--- src/rtl/seg_gp_check.sv ---
module seg_gp_check #(
  parameter int ADDR_W      = 32,
  parameter int IDX_W       = 4,
  parameter int SEL_W       = 16,
  parameter int SIZE_W      = 4,
  parameter int NARROW_W    = 16,
  parameter int DATA_LAST   = 7,
  parameter logic [(2**IDX_W)-1:0] EXEMPT_MASK = 16'h0780
) (
  input  logic              clk,
  input  logic              rst_n,
  input  logic              req_valid,
  input  logic [IDX_W-1:0]  seg_idx,
  input  logic [SEL_W-1:0]  sel_value,
  input  logic              attr_rd,
  input  logic              attr_wr,
  input  logic              attr_expdn,
  input  logic [ADDR_W-1:0] seg_base,
  input  logic [ADDR_W-1:0] seg_limit,
  input  logic              cs_dflt32,
  input  logic              asize_ovr,
  input  logic [1:0]        acc_mode,
  input  logic              store_chk,
  input  logic              prot_en,
  input  logic              long_mode,
  input  logic [ADDR_W-1:0] vaddr,
  input  logic [SIZE_W-1:0] acc_bytes,
  output logic              rsp_valid,
  output logic              gp_fault
);

  localparam logic [1:0] MODE_READ  = 2'd0;
  localparam logic [1:0] MODE_WRITE = 2'd1;
  localparam logic [ADDR_W-1:0] NARROW_MASK = ADDR_W'((64'd1 << NARROW_W) - 64'd1);

  logic checking, data_cls, exempt, null_flt, rights_flt, bound_flt, wide;
  logic [ADDR_W-1:0] diff, off_first, off_last;
  logic below_first, below_last, above_first, above_last;

  assign checking = prot_en & ~long_mode;
  assign data_cls = (32'(seg_idx) <= DATA_LAST);
  assign exempt   = EXEMPT_MASK[seg_idx];
  assign null_flt = (sel_value == '0) & ~exempt;

  assign rights_flt = data_cls &
                      ((~attr_wr & ((acc_mode == MODE_WRITE) | store_chk)) |
                       (~attr_rd & (acc_mode == MODE_READ)));

  assign wide      = cs_dflt32 ^ asize_ovr;
  assign diff      = vaddr - seg_base;
  assign off_first = wide ? diff : (diff & NARROW_MASK);
  assign off_last  = off_first + ADDR_W'(acc_bytes) - ADDR_W'(1);

  assign above_first = off_first > seg_limit;
  assign above_last  = off_last  > seg_limit;
  assign below_first = ~above_first;
  assign below_last  = ~above_last;

  always_comb begin
    if (data_cls && attr_expdn) bound_flt = below_first | below_last;
    else                        bound_flt = above_first | above_last;
  end

  always_ff @(posedge clk) begin
    if (!rst_n) begin
      rsp_valid <= 1'b0;
      gp_fault  <= 1'b0;
    end else begin
      rsp_valid <= req_valid;
      gp_fault  <= req_valid & checking & (null_flt | rights_flt | bound_flt);
    end
  end

endmodule

--- config.mk ---
export PLATFORM = sky130hd
export DESIGN_NAME = seg_gp_check
export DESIGN_NICKNAME = d
export VERILOG_FILES = /design/src/rtl/seg_gp_check.sv
export SDC_FILE = /design/constraint.sdc
export NUM_CORES = 1
export LEC_CHECK = 0
export BUFFER_PORTS_ARGS = -buffer_cell sky130_fd_sc_hd__buf_2
export CORE_AREA = 4 4 113 93
export DETAILED_ROUTE_END_ITERATION = 7
export DIE_AREA = 0 0 117 97
export GPL_ROUTABILITY_DRIVEN = 0
export PLACE_DENSITY = 0.82
export SLEW_MARGIN = 20
export SYNTH_ARGS = -nofsm -noshare
export SYNTH_HDL_FRONTEND = slang
export SYNTH_SLANG_ARGS = --single-unit
--- constraint.sdc ---
create_clock -name clk -period 8.3 [get_ports clk]
set_clock_uncertainty 0.1 [all_clocks]
set_input_delay 1.66 -clock clk [delete_from_list [all_inputs] [get_ports clk]]
set_output_delay 1.66 -clock clk [all_outputs]
set_load 0.005 [all_outputs]
After elaboration in Yosys (flattened, before gate mapping) --
Memory sizes are Yosys's and may differ from the RTL's. Index checks and enable logic that the tools add are counted.
Operators by class: add/sub/neg operators 3, order comparisons 4, equal/unequal tests 1, mux-type cells 3, bitwise gates (word level) 20, reductions and logical operators 3
Operator list (number):
- 32-bit > comparator | 2
- 32-bit by 4-bit adder with 32-bit output | 1
- 32-bit two-way mux | 1
- 32-bit by 1-bit subtractor with 32-bit output (second input constant) | 1
- 32-bit subtractor | 1
- 16-bit zero test | 1
- 1-bit bitwise AND | 7
- 1-bit NOT | 6
- 1-bit bitwise OR | 6
- 4-bit by 5-bit < comparator with 1-bit output (second input constant) | 1
- 4-bit by 3-bit <= comparator with 1-bit output (second input constant) | 1
- 2-bit by 1-bit == test with 1-bit output (second input constant) | 1
- 2-bit zero test | 1
- 1-bit two-way mux | 2
- 1-bit logical AND | 1
- 1-bit bitwise XOR | 1
Word-level totals: register bits 2, ROM bits 16, input port bits 133, output and inout bits 2, memories kept 1
Memories:
- (no name shown) | words 16, bits a word 1, read ports 1, clocked after Yosys merged registers in 0, wr ports 0, line 42 | assign exempt = EXEMPT_MASK[seg_idx];

Longest topological paths before layout --
depth in word-level cells 10, depth in mapped cells 32

Least setup slack after synthesis --
No wires, ideal clock.
path type input to register, from input vaddr[0], to register gp_fault, setup time 0.134 ns, arrival time 7.180 ns, required time 8.066 ns, slack 0.886 ns, cell stages on the path 32, buffers on the path 0, cell sequence inv_1 -> ha_1 -> inv_1 -> fa_1 -> a21o_1 -> a311o_1 -> a21oi_1 -> nor2b_1 -> nor2_1 -> o21bai_1 -> a21oi_1 -> o21bai_1 -> a21oi_1 -> xnor2_1 -> ha_1 -> and4_1 -> nand3_1 -> or4_1 -> a31o_2 -> a211oi_2 -> o21a_1 -> o21ai_1 -> a21boi_1 -> o41ai_1 -> xnor2_1 -> ha_1 -> a21o_1 -> a21o_1 -> a211oi_1 -> a32oi_1 -> nor4_1 -> a311oi_1
Between the ends: longest elaborated chain between the ends 10
RTL lines:
- start, declared | line 26 | input logic [ADDR_W-1:0] vaddr,
- 32-bit subtractor (*) | line 50 | assign diff = vaddr - seg_base;
- 32-bit two-way mux (*) | line 51 | assign off_first = wide ? diff : (diff & NARROW_MASK);
- 32-bit by 4-bit adder with 32-bit output | line 52 | assign off_last = off_first + ADDR_W'(acc_bytes) - ADDR_W'(1);
- 32-bit by 1-bit subtractor with 32-bit output | line 52
- 32-bit > comparator | line 55 | assign above_last = off_last > seg_limit;
- 1-bit NOT | line 57 | assign below_last = ~above_last;
- 1-bit bitwise OR | line 60 | if (data_cls && attr_expdn) bound_flt = below_first | below_last;
- 1-bit two-way mux (*) | line 60
- 1-bit bitwise OR (*) | line 70 | gp_fault <= req_valid & checking & (null_flt | rights_flt | bound_flt);
- 1-bit bitwise AND (*) | line 70
- end signal, assigned | line 70
- end, declared | line 29 | output logic gp_fault
Mark *: on every way between the ends. The rest lies on a longest branch, timed or not. A chain may end at the register's enable or synchronous reset.

Worst setup path after layout --
Ends and elaborated chain as after synthesis.

==> summary by stage <==
Status
The run finished with clean final reports.

Global route
The aggregate global-route resource usage is 0.2137. The initial antenna violation count is 0. The via count of the first global-routing pass came to 4933.

The maximum number of pins on one net before global-route repair is 25. The global-route wire length before repair is 21000 um. After global routing the overflow that remains totals 0.

Synthesis
The share of the Yosys chip area taken by registers is 0.007907. The commonest cells after synthesis are sky130_fd_sc_hd__ha_1, sky130_fd_sc_hd__inv_1, sky130_fd_sc_hd__a21oi_1. The cell with the most instances after synthesis is sky130_fd_sc_hd__ha_1. The predominant post-synthesis flop cell is sky130_fd_sc_hd__dfxtp_1. Of the post-synthesis cell area, the dominant cell type holds 0.3188. The mapped netlist covers 5064 um2. The fraction of registers with async set/reset is 0. The register bit total from synthesis is 2. Sorting the synthesized cells by area gives the leading types as sky130_fd_sc_hd__ha_1, sky130_fd_sc_hd__inv_1, sky130_fd_sc_hd__a21o_1.

The share of the synthesized netlist area taken by xor and xnor gates is 0.09859. Counting flops with a built-in enable in the synthesized netlist gives 0. The post-synthesis net count is 982. The largest total area in the synthesized netlist belongs to sky130_fd_sc_hd__ha_1. The synthesized netlist contains 59 unique library cells. The fraction of the mapped netlist area in compound gates was 0.2884. Of the total synthesized cell area, the portion taken by AND, OR, NAND and NOR gates is 0.1809. The adder and majority cell fraction of the synthesized area is 0.3267.

Synthesis produced a netlist whose cell count is 718. For this run, the number of Yosys warnings is 0. The mean cell area of the mapped netlist is 7.052 um2. Of the post-synthesis cell area, the part taken by muxes is 0.004201. By area, the combinational part of the netlist is dominated by adder cells.

Worst setup path
STA puts the critical path data required time at 8280 ps. For this design, the slowest cell found on the critical path is sky130_fd_sc_hd__or4_1. The worst setup path is launched from an input pin. The largest single stage delay on the critical path is 540 ps. In this run the worst path has a maximum fanout of 5.

The category of the most critical setup path is in -> reg. The type of element capturing the critical path is a flop. At the worst endpoint, the arrival time is 7900 ps.

Die
The die boundary width is 117 um. The core region area is 9449 um2. In this run the vertical extent of the chip is 97 um.

The initial utilization of the core area, before any placement, comes to 0.5359. The floorplan has 32 rows. The area of the die is 11350 um2. The number of placed I/O pins is 135.

Hold path
The number of instances on the worst hold path is 2. The path with the worst hold slack has its endpoint at rsp_valid. The path type of the worst min-delay path is in -> reg. The hold path startpoint is req_valid.

Power and ir drop
For this design the ratio of total power to cell area is 189.9 nW/um2. The total power consumption of the routed design is 1.131 mW. The largest voltage drop on the vdd net is 0.06828 mV.

Summed over all cells, the static leakage comes to 3.436 nW.

Timing
Measured against its own limit, the worst slew margin works out to 0.6936. The maximum clock frequency is 126.3 MHz. Setup violations remaining at the end of the flow were counted as 0.

The count of endpoints failing hold in the final timing report came to 0. The final-report max-slew violation count is 0. The post-route setup TNS is 0 ps. The transition at the pin with the smallest max-transition slack is 455.4 ps. The clock period could shrink to 7916 ps. Dividing the final minimum period by the clock period gives 0.9538.

Cells and area
After filler insertion, the fill cell instance count of the layout stands at 909. The layout net count is 1116. The number of antenna diodes in the final layout is 0. The share of post-route cells with drive strength above 1 is 0.1800. The layout overhead on the synthesized area is 17.59%.

Routing
The average detailed-routed wire length per instance is 13.10 um. The total via count after detailed routing is 5385. The final routed DRC violation total is 0.

The total routed wirelength is 12690 um. The length of the first detailed-routing pass in iterations is 7. The count of nets left with antenna violations once routing finished came out at 0. The number of vias per cell after detailed routing is 5.557.

The DRC violation total after the first TritonRoute iteration is 357.

Clock tree
In this run, post-CTS hold repair placed 0 buffers. The number of clock buffers inserted by TritonCTS is 3. The maximum clock path buffer count is 2. The buffer cell driving the clock tree root is sky130_fd_sc_hd__clkbuf_16.

Counting every sink on the clock net gives 2. The clock-pin slew reported for the worst setup and hold paths after clock tree synthesis is 30 ps. The CTS tree is built.

In this run the number of H-tree levels came out at 1.

Placement
Detailed placement ended at an HPWL of 11350 um. The count of buffers added on input and output ports is 134.

Job
The count of max-cap constraint violations is 0.
[cell families (layout without fill, tap and decap cells)]
kind of cell,Yosys count,in the layout
XOR/XNOR,57,57
multiplexers,2,2
AND/OR/NAND/NOR,179,179
flip-flops,2,2
buffers and inverters,125,257
AO/OA/AOI/OAI,222,222
adder cells (fa/ha/maj),131,131
[timing repair]
item	4_1_cts	5_1_grt
setup endpoints to repair	0	1
setup buffers	0	2
resized for setup	0	1
[worst max-delay path, delay by kind of cell]
kind | cells | cell delay (ps)
adder cells (fa/ha/maj) | 4 | 1190
AND/OR/NAND/NOR | 6 | 1380
AO/OA/AOI/OAI | 18 | 3130
buffers and inverters | 3 | 190
XOR/XNOR | 2 | 320
[how the worst max path moves through the flow]
stage	startpoint	to	slack (ps)	depth (start not counted)
after floorplan	vaddr[0]	gp_fault	890	32
after global placement	vaddr[0]	gp_fault	430	33
after detailed placement	vaddr[0]	gp_fault	190	33
after CTS	vaddr[0]	gp_fault	410	33
after global routing	vaddr[0]	gp_fault	-1	33
final	vaddr[0]	gp_fault	380	33
[layout by cell type, fill, tap and decap left out, types with 3 or more instances in the layout]
cell type	n
sky130_fd_sc_hd__a21o_1	52
sky130_fd_sc_hd__or2_2	3
sky130_fd_sc_hd__o21bai_1	7
sky130_fd_sc_hd__and2_1	11
sky130_fd_sc_hd__inv_1	116
sky130_fd_sc_hd__clkbuf_16	3
sky130_fd_sc_hd__nand3_1	18
sky130_fd_sc_hd__o21a_1	11
sky130_fd_sc_hd__o21ai_0	33
sky130_fd_sc_hd__xor2_1	14
sky130_fd_sc_hd__and4_1	4
sky130_fd_sc_hd__a221oi_1	4
sky130_fd_sc_hd__nand4_1	20
sky130_fd_sc_hd__buf_2	134
sky130_fd_sc_hd__and3_1	8
sky130_fd_sc_hd__nor3_1	4
sky130_fd_sc_hd__a31oi_1	5
sky130_fd_sc_hd__nand2b_1	3
sky130_fd_sc_hd__a21oi_1	62
sky130_fd_sc_hd__nand2_1	40
sky130_fd_sc_hd__xnor2_1	43
sky130_fd_sc_hd__o21ai_1	5
sky130_fd_sc_hd__buf_4	4
sky130_fd_sc_hd__nor2b_1	11
sky130_fd_sc_hd__nor4_1	7
sky130_fd_sc_hd__nor2_1	40
sky130_fd_sc_hd__a31o_2	3
sky130_fd_sc_hd__ha_1	129
sky130_fd_sc_hd__a211oi_1	11
[final cells by class]
| type | count | area, um2 | share of cell area |
|---|---|---|---|
| multi-input cells | 591 | 4554 | 0.7649 |
| repair buffers | 138 | 700.7 | 0.1177 |
| inverters | 116 | 435.4 | 0.07312 |
| well taps | 119 | 148.9 | 0.02501 |
| clock buffers | 3 | 75.07 | 0.01261 |
| flip-flops and latches | 2 | 40.04 | 0.006724 |
[where the power goes]
part	switching [mW]	leakage, nW	internal (mW)	total, mW
sequential	0.000158	0.0165	0.0103	0.0104
combinational	0.567	3.38	0.482	1.05
clock	0.00985	0.0370	0.0612	0.0710
total	0.577	3.44	0.553	1.13
[sequential cells by signal, indices dropped and copies added, names as in the netlist]
name	flops
gp_fault	1
rsp_valid	1
[per-layer routing]
layer  wire length (um)  vias to the layer above  share of wire  global-route usage
met5                  0                        -              0                   0
met4                 53                        0         0.0042             0.01675
met3                816                        4          0.064             0.01251
met2               5604                      175           0.44              0.3533
met1               6218                     2367           0.49              0.3152
li1                   -                     2839              -                   -
[metrics by stage]
stage               utilization  area, um2  setup slack [ps]  hold WS (ps)  cells
finish                   0.6302       5954             383.6          1595    969
global route             0.6302       5954            -1.038          1603    969
CTS                      0.6282       5936             412.5          1598    967
detailed placement       0.6202       5861             188.5          1821    964
global placement         0.6202       5861             427.4          1803    964
floorplan                     -       5064             885.8          1704    718
Power figures use the tool's default switching activity.
